## config.mk

```make
export PLATFORM = sky130hd
export DESIGN_NAME = abs_bus_seq
export DESIGN_NICKNAME = d
export VERILOG_FILES = /design/src/rtl/abs_bus_seq.sv
export SDC_FILE = /design/constraint.sdc
export NUM_CORES = 1
export LEC_CHECK = 0
export BUFFER_PORTS_ARGS = -buffer_cell sky130_fd_sc_hd__buf_4
export CAP_MARGIN = 5
export CORE_MARGIN = 2
export CORE_UTILIZATION = 60
export DETAILED_ROUTE_END_ITERATION = 12
export PLACE_DENSITY = 0.83
export SLEW_MARGIN = 10
export SYNTH_ARGS = -nofsm -noshare
export SYNTH_HDL_FRONTEND = slang
export SYNTH_SLANG_ARGS = --single-unit
```

## constraint.sdc

```tcl
create_clock -name clk -period 4.75 [get_ports clk]
set_input_delay 0.7125 -clock clk [delete_from_list [all_inputs] [get_ports clk]]
set_output_delay 0.7125 -clock clk [all_outputs]
set_load 0.02 [all_outputs]
```

## src/rtl/abs_bus_seq.sv

```systemverilog
module abs_bus_seq #(
  parameter int AW = 16,
  parameter int DW = 8,
  parameter logic [DW-1:0] OP_LOAD  = 8'hAD,
  parameter logic [DW-1:0] OP_STORE = 8'h8D,
  parameter logic [DW-1:0] OP_ADD   = 8'h6D,
  parameter logic [DW-1:0] OP_AND   = 8'h2D,
  parameter logic [DW-1:0] OP_OR    = 8'h0D,
  parameter logic [DW-1:0] OP_XOR   = 8'h4D
) (
  input  logic          clk,
  input  logic          rst,
  input  logic [AW-1:0] reset_vec,
  input  logic [DW-1:0] rdata,
  output logic [AW-1:0] addr,
  output logic          rw,
  output logic          sync,
  output logic [DW-1:0] wdata,
  output logic          halt
);
  localparam int HW = AW - DW;

  typedef enum logic [2:0] {S_FETCH, S_ALO, S_AHI, S_EXEC, S_HALT} st_t;
  typedef enum logic [2:0] {K_LOAD, K_STORE, K_ADD, K_AND, K_OR, K_XOR, K_BAD} kind_t;

  st_t           st;
  kind_t         kind, dec;
  logic [AW-1:0] pc, ea;
  logic [DW-1:0] acc, opnd, res;
  logic          cy, res_cy, pend;
  logic [DW:0]   sum;

  always_comb begin
    unique case (rdata)
      OP_LOAD:  dec = K_LOAD;
      OP_STORE: dec = K_STORE;
      OP_ADD:   dec = K_ADD;
      OP_AND:   dec = K_AND;
      OP_OR:    dec = K_OR;
      OP_XOR:   dec = K_XOR;
      default:  dec = K_BAD;
    endcase
  end

  assign sum = {1'b0, acc} + {1'b0, opnd} + {{DW{1'b0}}, cy};

  always_comb begin
    res    = acc;
    res_cy = cy;
    case (kind)
      K_LOAD: res = opnd;
      K_ADD:  begin res = sum[DW-1:0]; res_cy = sum[DW]; end
      K_AND:  res = acc & opnd;
      K_OR:   res = acc | opnd;
      K_XOR:  res = acc ^ opnd;
      default: ;
    endcase
  end

  always_ff @(posedge clk) begin
    if (rst) begin
      st   <= S_FETCH;
      pc   <= reset_vec;
      ea   <= '0;
      acc  <= '0;
      cy   <= 1'b0;
      opnd <= '0;
      pend <= 1'b0;
      kind <= K_BAD;
    end else begin
      case (st)
        S_FETCH: begin
          kind <= dec;
          st   <= (dec == K_BAD) ? S_HALT : S_ALO;
          if (pend) begin
            acc  <= res;
            cy   <= res_cy;
            pend <= 1'b0;
          end
        end
        S_ALO: begin
          ea[DW-1:0] <= rdata;
          st <= S_AHI;
        end
        S_AHI: begin
          ea[AW-1:DW] <= rdata[HW-1:0];
          st <= S_EXEC;
        end
        S_EXEC: begin
          pc <= pc + AW'(3);
          st <= S_FETCH;
          if (kind != K_STORE) begin
            opnd <= rdata;
            pend <= 1'b1;
          end
        end
        default: st <= S_HALT;
      endcase
    end
  end

  always_comb begin
    case (st)
      S_ALO:   addr = pc + AW'(1);
      S_AHI:   addr = pc + AW'(2);
      S_EXEC:  addr = ea;
      default: addr = pc;
    endcase
  end

  assign rw    = !(st == S_EXEC && kind == K_STORE);
  assign sync  = (st == S_FETCH);
  assign halt  = (st == S_HALT);
  assign wdata = acc;
endmodule

```

* After elaboration in Yosys (flattened, before gate mapping)
Cells that the tools add are included.
** Cells by class
- Add/subtract/negate cells :: 5
- Equal/unequal tests :: 18
- Multiplexer cells :: 9
- Bitwise gates (word level) :: 3
- Reductions and logical operators :: 11
** Operators with widths (count)
- $pmux 16 s3 :: 1
- $pmux 8 s5 :: 1
- $add 16x2->16 const B :: 2
- $mux 16 :: 2
- $pmux 3 s6 :: 1
- $add 16x1->16 const B :: 1
- $eq 8x7->1 const B :: 2
- $eq 8x8->1 const B :: 2
- $eq 3x2->1 const B :: 4
- $eq 3x3->1 const B :: 4
- $pmux 3 s4 :: 1
- $add 8x8->9 :: 1
- $add 9x1->9 :: 1
- $and 8x8->8 :: 1
- $eq 8x4->1 const B :: 1
- $eq 8x6->1 const B :: 1
- $or 8x8->8 :: 1
- $xor 8x8->8 :: 1
- $eq 3x1->1 const B :: 2
- $logic_not 3->1 :: 2
- $reduce_and 3->1 :: 2
- $reduce_bool 5->1 :: 1
- $reduce_and 2->1 :: 2
- $reduce_bool 2->1 :: 2
- 7 further kinds :: 7
** Word-level totals
- Flip-flop bits (word level) :: 56
- Bits of input ports :: 26
- Output and inout bits :: 27
- Word-level logic and storage cells :: 55

* Logic depth before layout (Yosys ltp)
Gate-level depths: netlist of run 1.
- Depth after elaboration :: 5
- Mapped depth :: 8
- Mapped depth without buffers :: 8

* Worst setup path before layout of run 1
Ideal clock, no wire load.
- Kind :: register to output
- Start point :: register pc[1]
- End point :: output addr[15]
- Arrival :: 1.862 ns
- Required time :: 4.038 ns
- Path slack :: 2.176 ns
- Stages on the path, launching flop included :: 6
- Path buffers :: 0
- Cells stage by stage :: edfxtp_1 ha_1 nand3_1 nor3_1 nand2_1 o311ai_1
** Between the ends
- Longest elaborated chain between the ends :: 2
- Elaborated cells between the ends (all ways) :: 3
- Classes of those cells :: add/sub: 2; mux: 1
** Ends and longest elaborated chain
- start, declared :: RTL line 28 : logic [AW-1:0] pc, ea;
- start signal, assigned :: RTL line 63 : pc <= reset_vec;
- start signal, assigned :: RTL line 90 : pc <= pc + AW'(3);
- $add 16x2->16 or $add 16x1->16 (tied branches) :: RTL line 105, 104
- $pmux 16 s3 * :: RTL line 103 : case (st)
- end, declared :: RTL line 15 : output logic [AW-1:0] addr,
Mark *: on every way between the ends. The rest lies on a longest branch, timed or not.

* Worst setup path after layout of run 1
- Start point :: register st[0]
- End point :: output addr[12]
** Between the ends
- Longest elaborated chain between the ends :: 2
- Elaborated cells between the ends (all ways) :: 4
- Classes of those cells :: eq/ne: 3; mux: 1
** Ends and longest elaborated chain
- start, declared :: RTL line 26 : st_t st;
- start signal, assigned :: RTL line 74 : st <= (dec == K_BAD) ? S_HALT : S_ALO;
- $eq 3x2->1 or $eq 3x1->1 (tied branches) :: RTL line 103
- $pmux 16 s3 * :: RTL line 103
Marked as above.

==> results.json, run 1 <==
{
  "clock_sinks": 56,
  "seq_area_frac_synth_pct": 30.6,
  "gp_congestion": 0.951,
  "antenna_found_initial": 0,
  "drive_gt1_share_pct": 15.2,
  "wl_per_cell_um": 16.7,
  "clockRootBuffer": "clkbuf_8",
  "hpwlAfterDp_um": 7700,
  "dr.pass1.iters": 5,
  "grt.overflow.total": 0,
  "final_nets": 599,
  "end_kind": "output port",
  "grt_max_degree": 71,
  "netlist_area_mm2": 0.00419,
  "layout_common_cells": "nand2_1 (84), buf_4 (55), o21ai_0 (49)",
  "cts_inserted_buffers": 5,
  "syn_inst": 529,
  "via_count": 4009,
  "crit_type": "reg2out",
  "fin_skew_ns": 0.00672,
  "crit_chain": "buf_4 > nand2b_1 > a21o_1 > a31oi_1 > o41ai_1 > o211ai_1 > buf_4",
  "start_util_pct": 61.7,
  "yosys.cell_types.count": 69,
  "htree_levels": 2,
  "rsz0062_at_grt": "no",
  "slew_headroom_pct": 32.0,
  "die_x_um": 87.6,
  "drc": 0,
  "status": "finished, final reports clean",
  "tns_ns": 0,
  "arrival_ns": 2.75,
  "post-route-util_pct": 67.9,
  "final_max_slew_viol_count": 0,
  "synth_top_family_by_area": "compound AO/OA/AOI/OAI gates",
  "synth_xor_area_share_pct": 4.60,
  "final_common_cell": "nand2_1",
  "core_mm2": 0.00679,
  "yosysWarnings": 0,
  "die_height_um": 87.6,
  "min_path_cells": 2,
  "yosys.area_share.simple_pct": 22.0,
  "whs_ns": 0.472,
  "muxShareOfSynthArea_pct": 3.17,
  "cts_buffer_depth": 2,
  "ys.flop_type": "dfxtp_1",
  "regToRegEndpoint": "wdata[1]",
  "ir_drop_v": 0.000173,
  "setup.worst_path.start": "st[0]",
  "drt_wl_total_um": 10800,
  "slowest_delay_ns": 0.82,
  "r2r_start": "st[0]",
  "avgSynthCellArea_um2": 7.92,
  "num_io_pins": 53,
  "clk_pin_slew_ns": 0.10,
  "crit_family": "flip-flops",
  "leakage_nw": 1.72,
  "worst_pin_slew_ns": 1.02,
  "cp_common_cell": "buf_4",
  "reg2reg_slack_ns": 2.34,
  "yosys_register_bits": 56,
  "critPathBufInv": 2,
  "grt_usage_pct": 29.2,
  "cp_max_fo": 22,
  "crit_required_ns": 4.04,
  "grt_pass1_vias": 3593,
  "portBuffers": 52,
  "period_needed_ns": 3.46,
  "cap_viol_max_count": 0,
  "slowest_stage": "dfxtp_1",
  "final-setup-viol-count": 0,
  "max_freq_mhz": 289,
  "multi_input_area_mm2": 0.00261,
  "clk-insertion-delay-late_ns": 0.31,
  "syn_to_final_growth_pct": 10.1,
  "die-area_mm2": 0.00767,
  "hold_violations": 0,
  "async_flop_share_pct": 0,
  "min_to": "ea[7]",
  "ant_nets": 0,
  "ctsResizeCount": 0,
  "hp-class": "reg2reg",
  "drtIter0Drc": 458,
  "power_density_mw_per_mm2": 214,
  "fin_crit_sh_pct": 72.8,
  "fillerInstances": 593,
  "diodes": 0,
  "avgViaCountPerCell": 6.19,
  "synth_edf_count": 16,
  "synth_nets": 577,
  "synth-compound-area-share_pct": 25.5,
  "hold_buffers": 0,
  "holdCritStartpoint": "ea[7]",
  "row_count": 30,
  "ff_latch_area_mm2": 0.00128,
  "yosys.area_share.adder_pct": 6.93,
  "post_cts_buffers": 0,
  "startpoint_type": "register",
  "r2r_cells": 5,
  "cts_tree": "built",
  "grt_pass1_wl_um": 17800
}
==> registers in the layout, indices dropped and copies added, names as in the netlist <==
signal  count
cy          1
ea         16
kind        3
opnd        8
pc         16
pend        1
st          3
wdata       8
==> worst min-delay path, stage by stage, from the launching register on <==
cell and delay [ns]:
dfxtp_1 0.33, nand2_1 0.05, a21oi_1 0.05
==> cells in the mapped netlist, drive strengths merged (6+ instances only) <==
cell / n / area [µm²]
nor3: 15 / 80.1
o22ai: 13 / 81.3
edfxtp: 16 / 480
a31oi: 6 / 37.5
inv: 23 / 86.3
nand3: 10 / 50.1
xor2: 12 / 105
nor2b: 7 / 46.3
nor2: 40 / 168
ha: 20 / 250
mux2i: 11 / 110
dfxtp: 40 / 801
nand2: 84 / 315
buf: 26 / 161
clkbuf: 14 / 52.6
xnor2: 10 / 87.6
o21ai: 54 / 274
a21oi: 45 / 225
==> routing by layer <==
| metal | part of all wire (%) | vias up | global-route usage, % |
|---|---|---|---|
| li1 | - | 1922 | - |
| met3 | 8.0 | 25 | 4.05 |
| met5 | 0 | - | 0 |
| met1 | 46 | 1862 | 44.0 |
| met4 | 1.5 | 0 | 7.69 |
| met2 | 44 | 200 | 44.0 |
==> cell families after synthesis <==
family,after synthesis
XOR/XNOR,22
multiplexers,13
flip-flops,56
AO/OA/AOI/OAI,164
AND/OR/NAND/NOR,188
adder cells (fa/ha/maj),22
buffers and inverters,64
==> how the worst max path moves through the flow <==
| stage | depth (start not counted) | endpoint |
|---|---|---|
| 2_1_floorplan | 5 | addr[15] |
| 4_1_cts | 5 | addr[15] |
| 6_report | 7 | addr[12] |
| 5_1_grt | 7 | addr[12] |
| 3_3_place_gp | 5 | addr[15] |
| 3_5_place_dp | 7 | addr[12] |
==> stage by stage <==
step	cells	instance area, µm²	power, W	worst slack (ns)
floorplan	529	4190	0.000635	2.18
global placement	640	4510	0.000691	1.78
detailed placement	640	4510	0.000694	1.71
CTS	648	4610	0.000986	1.35
global route	648	4610	0.00102	1.07
finish	648	4610	0.000987	1.29
==> layout make-up <==
type / instances / share of cell area [%]
Multi-Input combinational cell: 409 / 56.5
Sequential cell: 56 / 27.8
Timing Repair Buffer: 55 / 8.95
Tap cell: 96 / 2.60
Clock buffer: 6 / 2.03
Inverter: 24 / 1.95
Clock inverter: 2 / 0.244
==> power by group <==
part           leakage [nW]  internal [W]  switching [W]
Combinational          1.19     0.0000628      0.0000868
Sequential            0.481      0.000507      0.0000311
Clock                0.0566      0.000136       0.000163
Power figures use the tool's default switching activity.
==> run 2: changes to the inputs <==
--- a/config.mk
+++ b/config.mk
@@ -5,12 +5,13 @@
 export SDC_FILE = /design/constraint.sdc
 export NUM_CORES = 1
 export LEC_CHECK = 0
+export ABC_AREA = 1
 export BUFFER_PORTS_ARGS = -buffer_cell sky130_fd_sc_hd__buf_4
 export CAP_MARGIN = 5
 export CORE_MARGIN = 2
-export CORE_UTILIZATION = 60
+export CORE_UTILIZATION = 59
 export DETAILED_ROUTE_END_ITERATION = 12
-export PLACE_DENSITY = 0.83
+export PLACE_DENSITY = 0.82
 export SLEW_MARGIN = 10
 export SYNTH_ARGS = -nofsm -noshare
 export SYNTH_HDL_FRONTEND = slang
==> constraint.sdc (replaced) <==
create_clock -name clk -period 3.43 [get_ports clk]
set_input_delay 0.5145 -clock clk [delete_from_list [all_inputs] [get_ports clk]]
set_output_delay 0.5145 -clock clk [all_outputs]
set_load 0.02 [all_outputs]
==> run 2 against run 1 <==
Against the previous run:
- clock skew up 0.0053 ns
- final area decreased by 2.8%
- largest cell class unchanged
- clock power is 35% higher
- register-to-register slack worse by 1.0 ns
- power is 35% higher
- setup slack lost 0.67 ns
- clock-buffer cell count did not move
- global-route usage is 1.2 points higher
- via count up 3.8%
==> results.json, run 2 <==
{
  "status": "finished, final reports clean",
  "dpl.cell_count": 702,
  "yosys.cell_types.count": 42,
  "arrival_ns": 2.30,
  "cap_viol_max_count": 0,
  "via_count": 4162,
  "async_flop_share_pct": 0,
  "syn_to_final_growth_pct": 13.1,
  "start_util_pct": 61.8,
  "crit_required_ns": 2.92,
  "fin_cells": 710,
  "wl_per_cell_um": 15.5,
  "syn_inst": 588,
  "grt_usage_pct": 30.4,
  "yosys.area.top_type": "dfxtp_1",
  "post-synth-top-count-cell": "nand2_1",
  "portBuffers": 52,
  "grt_pass1_vias": 3772,
  "die_height_um": 86.0,
  "final_common_cell": "nand2_1",
  "clk-insertion-delay-late_ns": 0.32,
  "ant_nets": 0,
  "fin_skew_ns": 0.0120,
  "layout_common_cells": "nand2_1 (143), inv_1 (77), o21ai_0 (55), buf_4 (55)",
  "final_cell_area_mm2": 0.00449,
  "gp_congestion": 0.993,
  "antenna_found_initial": 0,
  "yosysWarnings": 0,
  "core_mm2": 0.00642,
  "final_max_slew_viol_count": 0,
  "fin_crit_sh_pct": 82.0,
  "whs_ns": 0.469,
  "period_needed_ns": 2.81,
  "avgViaCountPerCell": 5.86,
  "seq_area_frac_synth_pct": 32.3,
  "synth_top_area_share_pct": 20.2,
  "die_x_um": 86.0,
  "leakage_nw": 1.94,
  "diodes": 0,
  "startpoint_type": "register",
  "place_area_mm2": 0.00439,
  "hold_violations": 0,
  "post_cts_buffers": 0,
  "hpwlAfterDp_um": 8270,
  "drt_wl_total_um": 11000,
  "cts_inserted_buffers": 5,
  "drtIter0Drc": 489,
  "crit_type": "reg2out",
  "avgSynthCellArea_um2": 6.75,
  "ir_drop_v": 0.000234,
  "clk_pin_slew_ns": 0.11,
  "final_nets": 680,
  "yosys_register_bits": 56,
  "max_freq_mhz": 356,
  "final-setup-viol-count": 0,
  "ff_latch_area_mm2": 0.00128,
  "cts_buffer_depth": 2,
  "worst_pin_slew_ns": 0.735,
  "multi_input_area_mm2": 0.00228,
  "htree_levels": 2,
  "synth_edf_count": 16,
  "slew_headroom_pct": 50.9,
  "clock_sinks": 56,
  "grt.overflow.total": 0,
  "grt_max_degree": 39,
  "ctsResizeCount": 0,
  "ys.flop_type": "dfxtp_1",
  "num_io_pins": 53,
  "clockRootBuffer": "clkbuf_8",
  "drive_gt1_share_pct": 14.4,
  "synth_top_cells_by_count": "nand2_1 (143), inv_1 (77), o21ai_0 (55), a21oi_1 (49), nor2_1 (49)",
  "hold_buffers": 0,
  "power_density_mw_per_mm2": 298,
  "top_regs": "ea x16, pc x16",
  "row_count": 29,
  "end_kind": "output port",
  "cts_tree": "built",
  "cp_max_fo": 17,
  "fillerInstances": 560,
  "dr.pass1.iters": 5,
  "grt_pass1_wl_um": 18100,
  "tns_ns": 0,
  "hp-class": "in2reg",
  "drc": 0,
  "netlist_area_mm2": 0.00397,
  "rsz0062_at_grt": "no",
  "die-area_mm2": 0.00740,
  "synth_area_leaders": "dfxtp_1 (20%), nand2_1 (14%), edfxtp_1 (12%), inv_1 (7.3%), o21ai_0 (6.9%)",
  "synth_nets": 636
}
## run 2: cell count changes after synthesis, moves of 6 or more
cell and change:
buf_2 -11, inv_1 +55, mux2i_1 -11, nand2_1 +59
nand3_1 +22, nor2_1 +12, nor2b_1 -6, nor3_1 -7
o2111ai_1 +8, o21ai_0 +6, o22ai_1 -12, xnor2_1 -9
xor2_1 -7
## run 2: worst paths after layout
| check | slack (ns) | from | end | cells past startpoint |
|---|---|---|---|---|
| max | 0.62 | st[2] | addr[11] | 9 |
| min reg2reg | 0.48 | ea[13] | ea[13] | 2 |
| max reg2reg | 1.29 | pc[0] | pc[10] | 8 |
| min | 0.47 | reset_vec[12] | pc[12] | 3 |
## run 2: cell type report
cell class / instances / area share, %
inverter: 83 / 6.94
clock inverter: 2 / 0.390
tap: 77 / 2.15
clock buffer: 6 / 1.84
timing repair buffer: 55 / 9.20
multi-input combinational: 431 / 50.9
sequential: 56 / 28.6
## run 2: cell families (layout without fill, tap and decap cells)
| family | count (synthesis) | count (layout) | share of synthesized area (%) |
|---|---|---|---|
| AND/OR/NAND/NOR | 263 | 263 | 28.6 |
| AO/OA/AOI/OAI | 140 | 140 | 20.4 |
| buffers and inverters | 101 | 146 | 10.2 |
| flip-flops | 56 | 56 | 32.3 |
| adder cells (fa/ha/maj) | 22 | 22 | 7.31 |
| XOR/XNOR | 6 | 6 | 1.32 |
## run 2: power breakdown
group	internal [W]	leakage, nW	switching [W]	total [W]
Clock	0.000170	0.0522	0.000235	0.000405
Combinational	0.0000768	1.41	0.000129	0.000206
Sequential	0.000701	0.479	0.0000242	0.000725
Total	0.000948	1.94	0.000388	0.00134
## run 2: through the flow
stage / utilization [%] / total power, W / setup slack [ns]
after global routing: 69.9 / 0.00139 / 0.442
after global placement: 68.3 / 0.000936 / 1.13
final: 69.9 / 0.00134 / 0.618
after floorplan: - / 0.000854 / 1.39
after CTS: 69.9 / 0.00134 / 0.664
after detailed placement: 68.3 / 0.000941 / 1.02
## run 2: metal layers
metal | track usage, % | share of wire (%) | up-vias
met2 | 45.2 | 44 | 218
met1 | 46.5 | 46 | 1884
met5 | 0 | 0 | -
met3 | 4.52 | 8.3 | 19
met4 | 6.64 | 1.6 | 0
li1 | - | - | 2041
## run 2: critical path, stage by stage (launching register included)
cell and delay, ns:
dfxtp_1 0.32, inv_2 0.09, nand2_1 0.12, nor2_4 0.35
inv_2 0.19, nand2_1 0.17, inv_2 0.12, o21a_1 0.22
o211ai_1 0.21, buf_4 0.18
==> run 3: changes to the inputs <==
--- a/config.mk
+++ b/config.mk
@@ -9,9 +9,9 @@
 export BUFFER_PORTS_ARGS = -buffer_cell sky130_fd_sc_hd__buf_4
 export CAP_MARGIN = 5
 export CORE_MARGIN = 2
-export CORE_UTILIZATION = 59
+export CORE_UTILIZATION = 53
 export DETAILED_ROUTE_END_ITERATION = 12
-export PLACE_DENSITY = 0.82
+export PLACE_DENSITY = 0.78
 export SLEW_MARGIN = 10
 export SYNTH_ARGS = -nofsm -noshare
 export SYNTH_HDL_FRONTEND = slang
==> constraint.sdc (replaced) <==
create_clock -name clk -period 2.5 [get_ports clk]
set_input_delay 0.375 -clock clk [delete_from_list [all_inputs] [get_ports clk]]
set_output_delay 0.375 -clock clk [all_outputs]
set_load 0.02 [all_outputs]
==> run 3 against run 2 <==
Against the previous run:
- critical path depth is 2 higher
- non-clock buffer count is 21 higher
- sequential cell count stayed put
- die area is 11% higher
- clock-buffer cell count stayed put
- clock skew is 0.0057 ns higher
- sequential power is 36% higher
- register-to-register slack worse by 0.99 ns
- sequential share of layout area is 1.4 points lower
- cell count is 6.1% higher
- routed wire length is 7.0% higher
- utilization is 4.7 points lower
- largest power group unchanged
==> results.json, run 3 (synthesized netlist as in run 2, its figures left out) <==
{
  "top_regs": "ea x16, pc x16",
  "cp_max_fo": 4,
  "max_freq_mhz": 418,
  "drive_gt1_share_pct": 18.8,
  "final-setup-viol-count": 0,
  "diodes": 0,
  "r2r_cells": 9,
  "final_cell_area_mm2": 0.00472,
  "crit_type": "reg2out",
  "avgViaCountPerCell": 5.72,
  "post-route-util_pct": 65.1,
  "syn_to_final_growth_pct": 19.0,
  "num_io_pins": 53,
  "place_area_mm2": 0.00449,
  "final_nets": 701,
  "setup.worst_path.start": "pc[1]",
  "grt_max_degree": 35,
  "slowest_stage": "edfxtp_1",
  "share_seq_of_total_power_pct": 53.0,
  "worst_pin_slew_ns": 0.669,
  "switchingPower_w": 0.000550,
  "die-area_mm2": 0.00820,
  "start_util_pct": 54.7,
  "crit_chain": "buf_4 > ha_1 > nand2_2 > nor2_4 > inv_1 > o22ai_4 > nand3_1 > o21ai_0 > inv_1 > nand2_1 > buf_4",
  "gp_congestion": 0.914,
  "cap_viol_max_count": 0,
  "drtIter0Drc": 402,
  "slowest_delay_ns": 0.43,
  "via_count": 4308,
  "pwr-share-comb_pct": 17.2,
  "die_x_um": 90.5,
  "fin_skew_ns": 0.0178,
  "grt_usage_pct": 28.4,
  "row_count": 31,
  "reg2reg_slack_ns": 0.30,
  "clk-insertion-delay-late_ns": 0.33,
  "final_common_cell": "nand2_1",
  "dr.pass1.iters": 5,
  "end_kind": "output port",
  "grt.overflow.total": 0,
  "cts_buffer_depth": 2,
  "portBuffers": 52,
  "hold_violations": 0,
  "regToRegEndpoint": "pc[10]",
  "clockRootBuffer": "clkbuf_8",
  "clk_pin_slew_ns": 0.12,
  "fin_crit_sh_pct": 95.8,
  "setup_slack_ns": 0.106,
  "power_density_mw_per_mm2": 395,
  "ir_drop_v": 0.000260,
  "layout_common_cells": "nand2_1 (140), inv_1 (76), buf_4 (76)",
  "internal-power_w": 0.00132,
  "crit_required_ns": 2.12,
  "die_height_um": 90.5,
  "final_max_slew_viol_count": 0,
  "wl_per_cell_um": 15.7,
  "grt_pass1_vias": 3880,
  "cts_tree": "built",
  "arrival_ns": 2.02,
  "whs_ns": 0.321,
  "r2r_start": "pc[1]",
  "startpoint_type": "register",
  "ant_nets": 0,
  "power_w": 0.00187,
  "min_path_cells": 3,
  "grt_pass1_wl_um": 18900,
  "drc": 0,
  "status": "finished, final reports clean",
  "hold_buffers": 0,
  "clkPwrFrac_pct": 29.8,
  "period_needed_ns": 2.39,
  "core_mm2": 0.00725,
  "cts_inserted_buffers": 5,
  "switching_share_pct": 29.5,
  "hpwlAfterDp_um": 8760,
  "crit_end": "addr[12]",
  "htree_levels": 2,
  "pre_cts_slack_ns": 0.323,
  "leakage_nw": 2.04,
  "rsz0062_at_grt": "yes",
  "clock_sinks": 56,
  "antenna_found_initial": 0,
  "slew_headroom_pct": 55.4,
  "hp-class": "in2reg",
  "drt_wl_total_um": 11800
}
## run 3: cell count changes in the layout (fill, tap and decap cells not counted), sizes merged
cell and change:
inv -2, clkinv +1, clkinvlp +1, buf +21
## run 3: final cells by class
| class | count | area (µm²) |
|---|---|---|
| tap | 99 | 124 |
| inverter | 83 | 318 |
| clock inverter | 2 | 13.8 |
| multi-input combinational | 431 | 2330 |
| fill | 664 | 2530 |
| sequential | 56 | 1280 |
| clock buffer | 6 | 82.6 |
| timing repair buffer | 76 | 571 |
## run 3: stage by stage
step,cells,setup TNS [ns]
after floorplan,588,0
after global placement,734,0
after detailed placement,734,0
after CTS,745,0
after global routing,753,-0.0584
final,753,0
## run 3: worst min-delay path by stage
stage | slack, ns | end | from
3_3_place_gp | 0.46 | ea[13] | ea[13]
3_5_place_dp | 0.46 | ea[11] | ea[11]
6_report | 0.32 | ea[10] | rdata[2]
2_1_floorplan | 0.42 | ea[12] | ea[12]
5_1_grt | 0.33 | ea[10] | rdata[2]
4_1_cts | 0.33 | pc[12] | reset_vec[12]
## run 3: worst max-delay path: cells and delay by family (launching register included)
| kind | cells | cell delay, ns |
|---|---|---|
| AO/OA/AOI/OAI | 2 | 0.28 |
| AND/OR/NAND/NOR | 4 | 0.40 |
| adder cells (fa/ha/maj) | 1 | 0.16 |
| buffers and inverters | 4 | 0.44 |
| flip-flops | 1 | 0.43 |
## run 3: power groups by stage
stage	combinational [W]	clock, W	sequential, W
floorplan	0.000172	0	0.00100
global placement	0.000283	0	0.00101
detailed placement	0.000284	0	0.00101
CTS	0.000296	0.000561	0.000990
global route	0.000350	0.000593	0.000992
finish	0.000322	0.000557	0.000989
## run 3: repair_timing
item / CTS / global route
endpoints found under the setup margin: 4 / 10
gates resized for setup: 0 / 15
setup buffers: 3 / 8
pin swaps: 0 / 3
## run 3: layer usage
metal  global-route usage [%]  share of wire [%]  wire (µm)  vias to the layer above
met5                        0                  0          0                        -
met4                     7.56                1.9        223                        0
met3                     3.92                9.7       1140                       25
met2                     44.3                 43       5130                      232
met1                     41.3                 45       5300                     1968
li1                         -                  -          -                     2083
